### config.mk
export PLATFORM = sky130hd
export DESIGN_NAME = irq_level_agg
export DESIGN_NICKNAME = d
export VERILOG_FILES = /design/src/rtl/irq_agg_pkg.sv /design/src/rtl/irq_agg_regs.sv /design/src/rtl/irq_agg_prio.sv /design/src/rtl/irq_level_agg.sv
export SDC_FILE = /design/constraint.sdc
export NUM_CORES = 1
export LEC_CHECK = 0
export BUFFER_PORTS_ARGS = -buffer_cell sky130_fd_sc_hd__buf_4
export CORE_MARGIN = 2
export CORE_UTILIZATION = 45
export CTS_BUF_LIST = sky130_fd_sc_hd__clkbuf_8
export DETAILED_ROUTE_END_ITERATION = 16
export HOLD_SLACK_MARGIN = 0.06
export PLACE_DENSITY = 0.88
export SYNTH_ARGS = -nofsm -noshare
export SYNTH_HDL_FRONTEND = slang
export SYNTH_SLANG_ARGS = --single-unit
export TNS_END_PERCENT = 1
### constraint.sdc
create_clock -name clk -period 1.8 [get_ports clk]
set_input_delay 0.09 -clock clk [delete_from_list [all_inputs] [get_ports clk]]
set_output_delay 0.09 -clock clk [all_outputs]
set_load 0.01 [all_outputs]
### src/rtl/irq_agg_pkg.sv
package irq_agg_pkg;
  localparam int SRC_N  = 13;
  localparam int LVL_W  = 4;
  localparam int REG_W  = 16;
  localparam int ADDR_W = 6;

  // Status/mask bit owned by the source at a given level number.
  function automatic int unsigned src_bit(input int unsigned lvl);
    case (lvl)
      0:       return 11;
      1:       return 9;
      2:       return 8;
      3:       return 12;
      4:       return 10;
      5:       return 6;
      6:       return 5;
      7:       return 4;
      8:       return 7;
      9:       return 14;
      10:      return 13;
      11:      return 0;
      default: return 15;
    endcase
  endfunction
endpackage

### src/rtl/irq_agg_regs.sv
module irq_agg_regs #(
  parameter int DW      = 16,
  parameter int AW      = 6,
  parameter int VERSION = 16
) (
  input  logic          clk,
  input  logic          rst_n,
  input  logic          bus_sel,
  input  logic          bus_wr,
  input  logic [AW-1:0] bus_addr,
  input  logic [DW-1:0] bus_wdata,
  output logic [DW-1:0] bus_rdata,
  output logic [DW-1:0] mask_eff,
  output logic [DW-1:0] port_q,
  output logic          shutdown_req
);
  localparam logic [AW-1:0] A_MASK = AW'(0);
  localparam logic [AW-1:0] A_PWR  = AW'(48);
  localparam logic [AW-1:0] A_VER  = AW'(50);
  localparam logic [AW-1:0] A_PORT = AW'(54);

  logic [DW-1:0] mask_q;
  logic wr_mask, wr_port, wr_pwr;

  assign wr_mask = bus_sel && bus_wr && (bus_addr == A_MASK);
  assign wr_port = bus_sel && bus_wr && (bus_addr == A_PORT);
  assign wr_pwr  = bus_sel && bus_wr && (bus_addr == A_PWR);

  // Mask as seen this edge: a write takes effect without an extra cycle.
  assign mask_eff = wr_mask ? bus_wdata : mask_q;

  always_ff @(posedge clk or negedge rst_n) begin
    if (!rst_n) begin
      mask_q       <= '0;
      port_q       <= '0;
      shutdown_req <= 1'b0;
    end else begin
      if (wr_mask) mask_q <= bus_wdata;
      if (wr_port) port_q <= bus_wdata;
      shutdown_req <= wr_pwr && bus_wdata[0];
    end
  end

  always_comb begin
    bus_rdata = '0;
    if (bus_sel && !bus_wr) begin
      case (bus_addr)
        A_MASK:  bus_rdata = mask_q;
        A_PORT:  bus_rdata = port_q;
        A_VER:   bus_rdata = DW'(VERSION);
        default: bus_rdata = '0;
      endcase
    end
  end
endmodule

### src/rtl/irq_agg_prio.sv
module irq_agg_prio
  import irq_agg_pkg::*;
#(
  parameter int NSRC = SRC_N,
  parameter int LW   = LVL_W,
  parameter int DW   = REG_W
) (
  input  logic [NSRC-1:0] src_irq,
  input  logic [DW-1:0]   mask_eff,
  output logic [LW-1:0]   lvl_n
);
  logic [DW-1:0]   status;
  logic [NSRC-1:0] cand;
  logic [LW-1:0]   lvl;

  always_comb begin
    status = '0;
    for (int k = 0; k < NSRC; k++) status[src_bit(k)] = src_irq[k];
  end

  for (genvar g = 0; g < NSRC; g++) begin : g_cand
    assign cand[g] = status[src_bit(g)] & mask_eff[src_bit(g)];
  end

  // Scan from the top so the smallest enabled level is the last to write.
  always_comb begin
    lvl = '1;
    for (int k = NSRC - 1; k >= 0; k--) begin
      if (cand[k]) lvl = LW'(k);
    end
  end

  assign lvl_n = lvl ^ {LW{1'b1}};
endmodule

### src/rtl/irq_level_agg.sv
module irq_level_agg
  import irq_agg_pkg::*;
(
  input  logic              clk,
  input  logic              rst_n,
  input  logic [SRC_N-1:0]  src_irq,
  input  logic              bus_sel,
  input  logic              bus_wr,
  input  logic [ADDR_W-1:0] bus_addr,
  input  logic [REG_W-1:0]  bus_wdata,
  output logic [REG_W-1:0]  bus_rdata,
  output logic [LVL_W-1:0]  irl_n,
  output logic [REG_W-1:0]  port_out,
  output logic              shutdown_req
);
  logic [REG_W-1:0] mask_eff;
  logic [LVL_W-1:0] lvl_n;

  irq_agg_regs #(.DW(REG_W), .AW(ADDR_W), .VERSION(16)) u_regs (
    .clk(clk), .rst_n(rst_n), .bus_sel(bus_sel), .bus_wr(bus_wr),
    .bus_addr(bus_addr), .bus_wdata(bus_wdata), .bus_rdata(bus_rdata),
    .mask_eff(mask_eff), .port_q(port_out), .shutdown_req(shutdown_req)
  );

  irq_agg_prio #(.NSRC(SRC_N), .LW(LVL_W), .DW(REG_W)) u_prio (
    .src_irq(src_irq), .mask_eff(mask_eff), .lvl_n(lvl_n)
  );

  always_ff @(posedge clk or negedge rst_n) begin
    if (!rst_n) irl_n <= '0;
    else        irl_n <= lvl_n;
  end
endmodule

-- After elaboration in Yosys (flattened, before gate mapping)
Cells that the tools add are included.
- register bits after elaboration: 37
- bits of input ports: 39
- output and inout bits: 37
- word-level logic and storage cells: 46
- eq/ne operators: 3
- multiplexer cells: 16
- bitwise logic cells: 14
- reductions and logical operators: 8
- operator list (cell ; number):
    $mux 4 ; 12
    $pmux 16 s3 ; 1
    $mux 16 ; 2
    $eq 6x6->1 const B ; 3
    $and 1x1->1 ; 13
    $logic_and 1x1->1 ; 6
    $logic_not 6->1 ; 1
    $not 4->4 ; 1
    $mux 2 ; 1
    $logic_not 1->1 ; 1

-- Depth between registers and ports, before layout
- depth after elaboration: 18
- depth in mapped cells: 8
- gate-level depth less buffers: 6

-- Hierarchy
From an unflattened synthesis, not the netlist that was laid out.
- cell total of the unflattened synthesis: 172
- area total of the unflattened synthesis: 1936.9 um2
- by module, submodules not included (module ; times used ; cells an instance ; area an instance (um2) ; seq. area each (um2)):
    irq_agg_regs ; 1 ; 136 ; 1656.6 ; 825.8
    irq_agg_prio ; 1 ; 32 ; 180.2 ; 0.0
    irq_level_agg ; 1 ; 4 ; 100.1 ; 100.1

-- Worst setup path before layout
No wires, ideal clock.
- path type: input -> output
- from: input port bus_addr[0]
- to: output port bus_rdata[10]
- data arrival time: 1.759 ns
- required time: 1.710 ns
- slack: -0.049 ns
- stages on the path: 7
- path buffers: 2
- path through: nor4_4 -> nor3b_2 -> a21oi_1 -> or3b_1 -> buf_2 -> buf_2 -> nor2_1
- word-level cells in the longest chain between the ends: 3
- elaborated cells on any way between the ends: 5
- RTL lines (what ; line ; RTL):
    start: declaration ; irq_level_agg.sv:9 ; input logic [ADDR_W-1:0] bus_addr,
    $eq 6x6->1 / $logic_not 6->1 (equally long branches) ; irq_agg_regs.sv:47 ; case (bus_addr)
    $pmux 16 s3 * ; irq_agg_regs.sv:47 ;
    $mux 16 * ; irq_agg_regs.sv:46 ; if (bus_sel && !bus_wr) begin
    end: declaration ; irq_level_agg.sv:11 ; output logic [REG_W-1:0] bus_rdata,
Mark *: on every way between the ends. The rest lies on a longest branch, timed or not.

-- Worst setup path after layout
- from: input port bus_addr[0]
- to: output port bus_rdata[11]
Same word-level chain as after synthesis.

==> impl_results.md <==
- Hold Worst Slack: 0.0601 ns
- Register area share after synthesis: 48.3%
- Clk pin slew, worst setup/hold paths: 0.08 ns
- Cells after Synth: 169
- Final WL: about 6900 um
- Worst path required time: 1.71 ns
- Max_cap viols: 0
- # rows: 23
- Ys flop type: dfrtp_1
- Worst-path fanout max: 5
- Die height: just under 70 um
- Max-slew violations: 0
- Crit path DAT: 1.74 ns
- Tmin final: 1.83 ns
- Cell variety after synth: 37
- Clock latency on the worst-skew pair: approximately 0.30 ns
- Hpwl dp: 3970 um
- Final ANT Viol Nets: 0
- Core Footprint: around 0.0041 mm2
- Setup ws final: -0.0341 ns
- First-pass GRT wire length: slightly below 10000 um
- Tcrit/Tclk final: 102%
- Inserted Clock Buffers: 5
- Mapped cell area: 0.00192 mm2
- Critical path capture point type: output port
- Drt drc: 0
- Initial antenna violation count: 0
- Layout area overhead: 66.3%
- Peak Freq: roughly 0.55 GHz
- Lkg Pwr: between 1.5 and 2 nW
- Share of cells above drive strength 1: 57.8%
- Failing checks: setup timing
- Outcome: complete, but fails checks
- Worst path cell trace: buf_6, nor4_4, buf_4, nor3b_4, a21oi_1, or3b_4, buf_8, nor2_2, buf_4
- Top Ports: 76
- Yosys warns: 0
- CTS tree: yes
- Largest stage delay, worst path: approximately 0.43 ns
- #FFs+latches synth: 37
- Mean post-synth cell area: 11.3 um2
- DRT iter0 DRCs: about 200
- Ranking of synthesized cells by area: dfrtp_1 48%, mux2_2 18%, a22oi_1 6.3%
- Initial Util: 47.2%
- Worst path most repeated cell: buf_4
- Largest net degree at the start of global routing: 38
- H-tree depth: 2
- Die area: 0.00480 mm2
- Worst-margin pin slew: slightly below 0.5 ns
- Max IR drop VDD: 363 uV
- 1st-pass router iterations: 4
- I/O Buffers: 75
- Tightest Hold Check Type: in -> reg
- Net count reported at finish: between 300 and 400
- GP Congestion: 0.867
- Vias in the first global route: 2022
- DR WL/cell: 20.3 um
- RSZ-0062 raised after global routing: true
- Rel. slew slack: 67.9%
- Clock skew: 0.00766 ns
- Synthesized net count: 208
- Final core occ: ~79%
- DR vias: 1992
- Crit start category: input pin
- Clock Sinks: 37
- Hold depth: 2
- Die X: 69.3 um
- Total Power: about 2.0 mW
- Post-synth EDFFs: 0
- CTS Buffer Depth: 2
- Antenna Cells: 0
- Worst slack at placement: -0.247 ns
- Grt total ovfl: 0
- Power Density: 627 mW/mm2
- Crit Path Category: in -> out
- Final setup fails: 3
- Final Hold Vio Count: 0
- Multi-input gate area in the final layout: 0.00107 mm2
- Yosys top cell area share: 48.3%
- Cells on worst reg2reg path: 4
- Sequential cell area: 926 um2
- Fillers: 238
- Root buffer cell: clkbuf_8
- Yosys top cell by area: dfrtp_1
- Slowest CP cell: or3b_4
- Gr usage total: 26.0%
- Ys async rst share: 100%
- Post-DR vias/cell: 5.88
## logic make-up after synthesis
| kind of cell | after synthesis | synth area share, % |
|---|---|---|
| AOI/OAI and AO/OA | 37 | 13.7 |
| and+or+nand+nor | 51 | 15.1 |
| muxes | 35 | 20.8 |
| buffers and inverters | 9 | 2.09 |
| DFF | 37 | 48.3 |
## metrics by stage
stage               setup TNS, ns  area (um2)  cells
global placement            -1.51        2690    310
floorplan                 -0.0345        1920    169
detailed placement          -2.01        2690    310
global route               -0.951        3190    339
finish                    -0.0391        3190    339
CTS                        -0.132        2970    337
## report_power, final
group          internal [mW]  switching [mW]  total, mW
registers              0.913          0.0571      0.970
clock network          0.267           0.321      0.588
logic                  0.250           0.191      0.441
## flip-flops by register name, indices dropped and copies added, names as in the netlist
signal / cells
u_regs.shutdown_req: 1
irl_n: 4
u_regs.mask_q: 16
u_regs.port_q: 16
## final timing paths
check	startpoint	slack, ns	end
max	bus_addr[0]	-0.03	bus_rdata[11]
min	bus_wdata[6]	0.06	u_regs.port_q[6]$_DFFE_PN0P_
max reg2reg	u_regs.mask_q[5]$_DFF_PN0_	0.08	irl_n[3]$_DFF_PN0_
min reg2reg	u_regs.mask_q[2]$_DFFE_PN0N_	0.51	u_regs.mask_q[2]$_DFFE_PN0N_
max in group asynchronous	rst_n	1.15	u_regs.mask_q[1]$_DFFE_PN0N_
min in group asynchronous	rst_n	0.31	irl_n[2]$_DFF_PN0_
## cells in the final DEF, fill, tap and decap left out, types with 2 or more instances in the layout
| cell | n |
|---|---|
| mux2i_1 | 2 |
| a221oi_1 | 4 |
| dfrtp_1 | 37 |
| nor2_4 | 14 |
| clkbuf_8 | 5 |
| a21oi_1 | 5 |
| nor2_1 | 3 |
| nand2_1 | 11 |
| a22oi_1 | 16 |
| buf_6 | 16 |
| and2_1 | 3 |
| mux2_4 | 2 |
| o21ai_0 | 4 |
| buf_4 | 85 |
| nor3_1 | 2 |
| nor2_2 | 2 |
| dlygate4sd3_1 | 16 |
| clkinv_2 | 2 |
| and3_1 | 2 |
| mux2_2 | 31 |
| nand3_1 | 2 |
## area by class of cell
class,count,share of cell area (%)
clock buffer,5,2.16
inverter,1,0.118
timing repair buffer,120,32.6
tap,50,1.96
clock inverter,3,0.549
multi-input combinational,123,33.6
sequential,37,29.0
## metal layers
metal	vias to the layer above	wire length [um]	GRT usage (%)
met5	-	0	0
met4	0	316	14.8
met3	34	534	6.40
met2	126	3360	43.3
met1	960	2670	30.5
li1	872	-	-
## synthesized netlist by cell type, drive strengths merged (3+ instances only)
cell type and number:
mux2 33, clkbuf 3, nor2 19, a22oi 16
a221oi 4, nand2 12, o21ai 4, a21oi 5
buf 5, dfrtp 37, and2 4
## critical path, delay by kind of cell
kind	cells	cell delay (ns)
compound gates	1	0.07
buf+inv	4	0.57
simple gates	4	1.02
## what timing repair did
action | 4_1_cts | 5_1_grt
resized for setup | 4 | 49
buffers inserted | 3 | 1
pin swaps | 2 | 15
endpoints found under the setup margin | 16 | 17
cloned | 0 | 1
hold endpoints to repair | 61 | 0
hold buffers | 16 | 0
Note: power is estimated with default switching activity, not from simulation.
